<file path="src/rtl/perf_mon_pkg.sv">
// perf_mon_pkg: shared constants, control state type and event-code
// validity for the performance monitor. Assumes two event counters plus one
// cycle counter and the fixed control word layout of the block.
package perf_mon_pkg;

    localparam int SEL_W  = 8;
    localparam int NSLOT  = 3;          // counters, in flag-bit order
    localparam int IDX_E0 = 0;
    localparam int IDX_E1 = 1;
    localparam int IDX_CY = 2;

    localparam logic [1:0] A_CTRL = 2'd0;
    localparam logic [1:0] A_CYC  = 2'd1;
    localparam logic [1:0] A_EV0  = 2'd2;
    localparam logic [1:0] A_EV1  = 2'd3;

    typedef struct packed {
        logic             en;
        logic             div;
        logic [2:0]       ien;
        logic [2:0]       flag;
        logic [SEL_W-1:0] sel0;
        logic [SEL_W-1:0] sel1;
    } ctrl_t;

    // Register index of a counter slot.
    function automatic logic [1:0] slot_addr(input int s);
        case (s)
            IDX_E0:  return A_EV0;
            IDX_E1:  return A_EV1;
            default: return A_CYC;
        endcase
    endfunction

    // True for event codes that a counter may count.
    function automatic logic code_valid(input logic [SEL_W-1:0] c);
        return (c <= 8'h0D) || (c >= 8'h10 && c <= 8'h12) ||
               (c >= 8'h14 && c <= 8'h16);
    endfunction

endpackage

</file>
<file path="src/rtl/pm_counter.sv">
// pm_counter: one loadable wrap-around counter. Priority is clear, then
// load, then increment. Reports a one-cycle wrap when it advances from all
// ones. Assumes clr and ld come from the register port and inc from the
// event or cycle logic.
module pm_counter #(
    parameter int W = 32
) (
    input  logic         clk,
    input  logic         rst_n,
    input  logic         clr,
    input  logic         ld,
    input  logic [W-1:0] ld_val,
    input  logic         inc,
    output logic [W-1:0] cnt,
    output logic         wrap
);
    logic adv;

    // Increment only when no clear or load takes the edge.
    assign adv  = inc && !clr && !ld;
    assign wrap = adv && (&cnt);

    // Counter register with clear > load > increment.
    always_ff @(posedge clk) begin
        if (!rst_n)   cnt <= '0;
        else if (clr) cnt <= '0;
        else if (ld)  cnt <= ld_val;
        else if (inc) cnt <= cnt + 1'b1;
    end

    a_r9_wrap_to_zero: assert property (@(posedge clk) disable iff (!rst_n)
        (inc && !clr && !ld && (&cnt)) |=> (cnt == '0));
    a_r8_clear_wins: assert property (@(posedge clk) disable iff (!rst_n)
        clr |=> (cnt == '0));
    a_r12_load_wins: assert property (@(posedge clk) disable iff (!rst_n)
        (ld && !clr) |=> (cnt == $past(ld_val)));
endmodule

</file>
<file path="src/rtl/pm_prescale.sv">
// pm_prescale: free-running divider of enabled clocks. term is high while
// the count is at its maximum, so one term per 2**DIV_LOG2 advances.
// Assumes clr is the cycle-counter reset pulse.
module pm_prescale #(
    parameter int DIV_LOG2 = 6
) (
    input  logic clk,
    input  logic rst_n,
    input  logic clr,
    input  logic adv,
    output logic term
);
    logic [DIV_LOG2-1:0] pre_q;

    assign term = &pre_q;

    // Count enabled clocks, restart on clear.
    always_ff @(posedge clk) begin
        if (!rst_n || clr) pre_q <= '0;
        else if (adv)      pre_q <= pre_q + 1'b1;
    end
endmodule

</file>
<file path="src/rtl/pm_evt_match.sv">
// pm_evt_match: picks the strobe addressed by an event code and reports a
// countable hit. Codes outside the valid set, including the unused code
// 0xFF, never hit. Assumes strobes are one cycle wide.
module pm_evt_match
    import perf_mon_pkg::*;
#(
    parameter int N_CODES = 256
) (
    input  logic               en,
    input  logic [SEL_W-1:0]   sel,
    input  logic [N_CODES-1:0] strobes,
    output logic               hit
);
    localparam int IW = $clog2(N_CODES);

    logic [IW-1:0] idx;

    // Index the strobe vector and gate with enable and code validity.
    always_comb begin
        idx = IW'(sel);
        hit = en && code_valid(sel) && strobes[idx];
    end
endmodule

</file>
<file path="src/rtl/pm_ctrl.sv">
// pm_ctrl: the packed control word. Holds enable, divide, interrupt
// enables, overflow flags and event codes. Produces the self-clearing reset
// pulses and the interrupt. Flags clear on a written 1 unless a wrap sets
// them on the same edge.
module pm_ctrl
    import perf_mon_pkg::*;
(
    input  logic        clk,
    input  logic        rst_n,
    input  logic        we,
    input  logic [31:0] wdata,
    input  logic [2:0]  wrap,
    output ctrl_t       st,
    output logic        rst_evt,
    output logic        rst_cyc,
    output logic [31:0] rd_word,
    output logic        irq
);
    logic unused_wbits;

    assign unused_wbits = ^{wdata[31:28], wdata[11], wdata[7]};
    assign rst_evt = we && wdata[1];
    assign rst_cyc = we && wdata[2];
    assign irq     = |(st.flag & st.ien);

    // Control state: configuration on write, flags set by wraps.
    always_ff @(posedge clk) begin
        if (!rst_n) begin
            st <= '0;
        end else begin
            if (we) begin
                st.en   <= wdata[0];
                st.div  <= wdata[3];
                st.ien  <= wdata[6:4];
                st.sel0 <= wdata[19:12];
                st.sel1 <= wdata[27:20];
            end
            st.flag <= (st.flag & ~(we ? wdata[10:8] : 3'b000)) | wrap;
        end
    end

    // Read view with reserved and reset bits as zero.
    always_comb begin
        rd_word        = '0;
        rd_word[0]     = st.en;
        rd_word[3]     = st.div;
        rd_word[6:4]   = st.ien;
        rd_word[10:8]  = st.flag;
        rd_word[19:12] = st.sel0;
        rd_word[27:20] = st.sel1;
    end

    for (genvar i = 0; i < NSLOT; i++) begin : g_flag_chk
        a_r10_set_wins: assert property (@(posedge clk) disable iff (!rst_n)
            wrap[i] |=> st.flag[i]);
    end

    a_r11_irq_rise: assert property (@(posedge clk) disable iff (!rst_n)
        $rose(irq) |-> $past((|wrap) || we));
    a_r11_irq_fall: assert property (@(posedge clk) disable iff (!rst_n)
        $fell(irq) |-> $past(we));
endmodule

</file>
<file path="src/rtl/perf_mon.sv">
// perf_mon: performance monitor top. One cycle counter (optionally divided)
// and two event counters, all controlled through one packed control word
// over a simple indexed register port. Assumes CNT_W <= 32.
module perf_mon
    import perf_mon_pkg::*;
#(
    parameter int CNT_W    = 32,
    parameter int DIV_LOG2 = 6,
    parameter int N_CODES  = 256
) (
    input  logic               clk,
    input  logic               rst_n,
    input  logic [N_CODES-1:0] evt_strobe,
    input  logic [1:0]         reg_addr,
    input  logic               reg_we,
    input  logic [31:0]        reg_wdata,
    output logic [31:0]        reg_rdata,
    output logic               irq
);
    ctrl_t            st;
    logic             rst_evt, rst_cyc, pre_term, cyc_tick;
    logic [31:0]      ctrl_rd;
    logic [NSLOT-1:0] inc_v, wrap_v;
    logic [1:0]       hit;
    logic [SEL_W-1:0] sel_v [2];
    logic [CNT_W-1:0] cnt_q [NSLOT];

    pm_ctrl u_ctrl (
        .clk(clk), .rst_n(rst_n), .we(reg_we && reg_addr == A_CTRL),
        .wdata(reg_wdata), .wrap(wrap_v), .st(st), .rst_evt(rst_evt),
        .rst_cyc(rst_cyc), .rd_word(ctrl_rd), .irq(irq)
    );

    pm_prescale #(.DIV_LOG2(DIV_LOG2)) u_pre (
        .clk(clk), .rst_n(rst_n), .clr(rst_cyc), .adv(st.en), .term(pre_term)
    );

    // Cycle tick: every enabled clock, or prescaler terminal when dividing.
    assign cyc_tick = st.en && (!st.div || pre_term);
    assign sel_v[0] = st.sel0;
    assign sel_v[1] = st.sel1;

    for (genvar e = 0; e < 2; e++) begin : g_match
        pm_evt_match #(.N_CODES(N_CODES)) u_match (
            .en(st.en), .sel(sel_v[e]), .strobes(evt_strobe), .hit(hit[e])
        );
    end

    assign inc_v[IDX_E0] = hit[0];
    assign inc_v[IDX_E1] = hit[1];
    assign inc_v[IDX_CY] = cyc_tick;

    for (genvar s = 0; s < NSLOT; s++) begin : g_cnt
        pm_counter #(.W(CNT_W)) u_cnt (
            .clk(clk), .rst_n(rst_n),
            .clr((s == IDX_CY) ? rst_cyc : rst_evt),
            .ld(reg_we && reg_addr == slot_addr(s)),
            .ld_val(reg_wdata[CNT_W-1:0]),
            .inc(inc_v[s]), .cnt(cnt_q[s]), .wrap(wrap_v[s])
        );
    end

    // Read mux by register index.
    always_comb begin
        case (reg_addr)
            A_CTRL:  reg_rdata = ctrl_rd;
            A_CYC:   reg_rdata = 32'(cnt_q[IDX_CY]);
            A_EV0:   reg_rdata = 32'(cnt_q[IDX_E0]);
            default: reg_rdata = 32'(cnt_q[IDX_E1]);
        endcase
    end

    a_r7_frozen: assert property (@(posedge clk) disable iff (!rst_n)
        (!st.en && !reg_we) |=>
        ($stable(cnt_q[IDX_CY]) && $stable(cnt_q[IDX_E0]) && $stable(cnt_q[IDX_E1])));
    a_r5_divided_hold: assert property (@(posedge clk) disable iff (!rst_n)
        (st.en && st.div && !pre_term && !reg_we) |=> $stable(cnt_q[IDX_CY]));
endmodule

</file>
<file path="config.mk">
export PLATFORM = sky130hd
export DESIGN_NAME = perf_mon
export DESIGN_NICKNAME = d
export VERILOG_FILES = /design/src/rtl/perf_mon_pkg.sv /design/src/rtl/pm_counter.sv /design/src/rtl/pm_prescale.sv /design/src/rtl/pm_evt_match.sv /design/src/rtl/pm_ctrl.sv /design/src/rtl/perf_mon.sv
export SDC_FILE = /design/constraint.sdc
export NUM_CORES = 1
export LEC_CHECK = 0
export ABC_AREA = 1
export BUFFER_PORTS_ARGS = -buffer_cell sky130_fd_sc_hd__buf_2
export CORE_MARGIN = 3
export CORE_UTILIZATION = 50
export CTS_CLUSTER_DIAMETER = 120
export DETAILED_ROUTE_END_ITERATION = 8
export PLACE_DENSITY = 0.8
export SYNTH_ARGS = -nofsm -noshare
export SYNTH_HDL_FRONTEND = slang
export SYNTH_HIERARCHICAL = 1
export SYNTH_SLANG_ARGS = --single-unit
export TNS_END_PERCENT = 50
</file>
<file path="constraint.sdc">
create_clock -name clk -period 2.5 [get_ports clk]
set_input_delay 0.125 -clock clk [delete_from_list [all_inputs] [get_ports clk]]
set_output_delay 0.125 -clock clk [all_outputs]
set_load 0.05 [all_outputs]
</file>
==> flow_metrics.tcl <==
set metrics [dict create \
    postCtsSetupBuffers 0 \
    relSlewSlack 0.440 \
    hold_slack_ps 36.3 \
    r2r-start "u_ctrl/rd_word[13]" \
    crit_path_end_kind "register" \
    multi_input_area_sq_mm 0.00587 \
    slew_viol_final 0 \
    crit_cells 14 \
    critPathSlowestCell "dfxtp_1" \
    final_util 0.577 \
    period_minus_slack_ps 2200 \
    grt_max_degree 62 \
    cts_buffers 17 \
    worst_pin_slew_ps 834 \
    hold_class "primary input to register" \
    clockBufferDepth 2 \
    rsz0062_at_grt "no" \
    gp_congestion 1.02 \
    cp-start-kind "register" \
    antenna_left 0 \
    die-area_sq_mm 0.0204 \
    grt_pass1_vias 9153 \
    worstPathMaxFanout 21 \
    path_buf_inv 4 \
    status "finished clean" \
    nNetsFinal 1880 \
    vias 10526 \
    powerDensity_mw_per_mm2 526 \
    worstPathArrival_ps 2560 \
    cts_tree "yes" \
    required_ps 2850 \
    htreeDepth 4 \
    viasPerCell 5.76 \
    fmax_mhz 454 \
    finalSetupViolCount 0 \
    yosys_warnings 6 \
    fin_crit_sh 0.880 \
    coreArea_sq_mm 0.0182 \
    netlist_area_sq_mm 0.00937 \
    clk_pin_slew_ps 60 \
    synthToLayoutAreaGrowth_pct 12.1 \
    crit_chain "buf_4 -> nand3_1 -> nand2_1 -> nand2_1 -> nand2_1 -> nand2_1 -> nand2_1 -> nor2_1 -> buf_4 -> buf_4 -> nor2_2 -> buf_12 -> a22oi_1 -> a21oi_1" \
    seqCellArea_sq_mm 0.00252 \
    drive_above_1_share 0.148 \
    grt_usage 0.321 \
    maxCapViolCount 0 \
    rrSetupSlack_ps 300 \
    grt-ovfl-total 0 \
    vdd_drop_max_mv 0.430 \
    clock_skew_ps 7.41 \
    clock_insertion_delay_worst_skew_ps 430 \
    cts_num_sinks 126 \
    cts_resized 0 \
    place.detailed.hpwl_mm 25.4 \
    drt_iter0_markers 1287 \
    die_x_um 143 \
    hold_viol 0 \
    critical_path.top_delay_family "buffers and inverters" \
    port_buffers 91 \
    wirelength_mm 33.2 \
    first_pass_iters 6 \
    wl_per_cell_um 18.2 \
    ff2ff_path_depth 14 \
    critPathKind "register to register" \
    initial_core_util 0.515 \
    row_count 49 \
    path_common_cell "nand2_1" \
    postSynthCellCount 1520 \
    top_layer_used "met4" \
    fillers 1814 \
    grt_pass1_wl_mm 50.7 \
    drcViolationCount 0 \
    critical_path.startpoint "u_ctrl/rd_word[13]" \
    antenna_found_initial 0 \
    io_pins 326 \
    cts-root-buf "clkbuf_16" \
    reg2reg_to "g_cnt[0].u_cnt/cnt[26]" \
    die_h_um 143 \
    leakage_nw 4.08 \
    avgSynthCellArea_sq_um 6.17 \
    met1_length_mm 14.4 \
    dr_wl_met2_mm 14.0 \
    hold_buffers 0 \
    fin_setup_tns_ps 0 \
    wl_met3_mm 3.72 \
    dpl_cell_area_sq_mm 0.00991 \
    cp-endpoint "g_cnt[0].u_cnt/cnt[26]" \
    max_stage_delay_ps 470 \
    stdcell_area_sq_mm 0.0105 \
]
[layout by cell type, fill, tap and decap left out]
master and instances:
a21boi_0 1, a21oi_1 97, a22oi_1 75, a31oi_1 6, buf_12 3, buf_2 91
buf_4 33, bufinv_16 2, clkbuf_1 1, clkbuf_16 17, clkbuf_8 4, clkinv_1 3
clkinv_2 4, clkinv_4 1, clkinvlp_4 3, conb_1 8, dfxtp_1 126, diode_2 1
ha_1 4, inv_1 113, inv_2 7, inv_6 1, nand2_1 425, nand2_2 2
nand2_4 6, nand3_1 235, nand4_1 37, nor2_1 154, nor2_2 21, nor2_4 28
nor3_1 3, nor3_2 4, o211ai_1 3, o21ai_0 21, o21ai_1 18, o22ai_1 3
or2_2 9, xnor2_1 6, xor2_1 21
[through the flow]
step	power [mW]	worst slack, ps	instances
after floorplan	2.74	616	1527
after global placement	3.00	331	1793
after detailed placement	3.01	267	1793
after CTS	5.53	320	1825
after global routing	5.71	58.2	1825
final	5.52	300	1826
[per-layer routing]
metal,vias to the layer above,global-route usage
met1,4770,0.468
met2,548,0.463
met3,62,0.0713
met4,0,0.120
met5,-,0
li1,5146,-
[worst min path at each step]
stage	startpoint	to	slack [ps]	cells past startpoint
2_1_floorplan	reg_wdata[19]	u_ctrl/rd_word[19]	250	2
3_3_place_gp	u_pre/pre_q[4]	u_pre/pre_q[4]	450	2
3_5_place_dp	reg_wdata[4]	g_cnt[1].u_cnt/cnt[4]	460	3
4_1_cts	reg_wdata[4]	g_cnt[1].u_cnt/cnt[4]	10	3
5_1_grt	reg_wdata[0]	u_ctrl/rd_word[0]	30	3
6_report	reg_wdata[4]	g_cnt[1].u_cnt/cnt[4]	40	3
[state kept, by name (all words and copies together), names as in the netlist]
signal / cells
u_ctrl/rd_word: 24
u_pre/pre_q: 6
g_cnt.u_cnt/cnt: 96
[worst register-to-register path: stages (launching register included)]
cell and delay (ps):
dfxtp_1 470, buf_4 200, nand3_1 80, nand2_1 80, nand2_1 50, nand2_1 70
nand2_1 50, nand2_1 50, nor2_1 40, buf_4 150, buf_4 150, nor2_2 250
buf_12 220, a22oi_1 110, a21oi_1 180
[cell type report]
cell class,instances,area share
Antenna cell,1,0.000238
Clock buffer,22,0.0461
Clock inverter,10,0.0106
Inverter,124,0.0448
Multi-Input combinational cell,1187,0.558
Sequential cell,126,0.240
Tap cell,229,0.0273
Timing Repair Buffer,127,0.0726
[power breakdown]
group          switching, mW  total (mW)  internal, mW
clock                  0.965        2.53          1.57
sequential             0.118        2.20          2.08
combinational          0.550       0.790         0.240
total                   1.63        5.52          3.89
No activity file was read; power rests on OpenSTA's default activity.
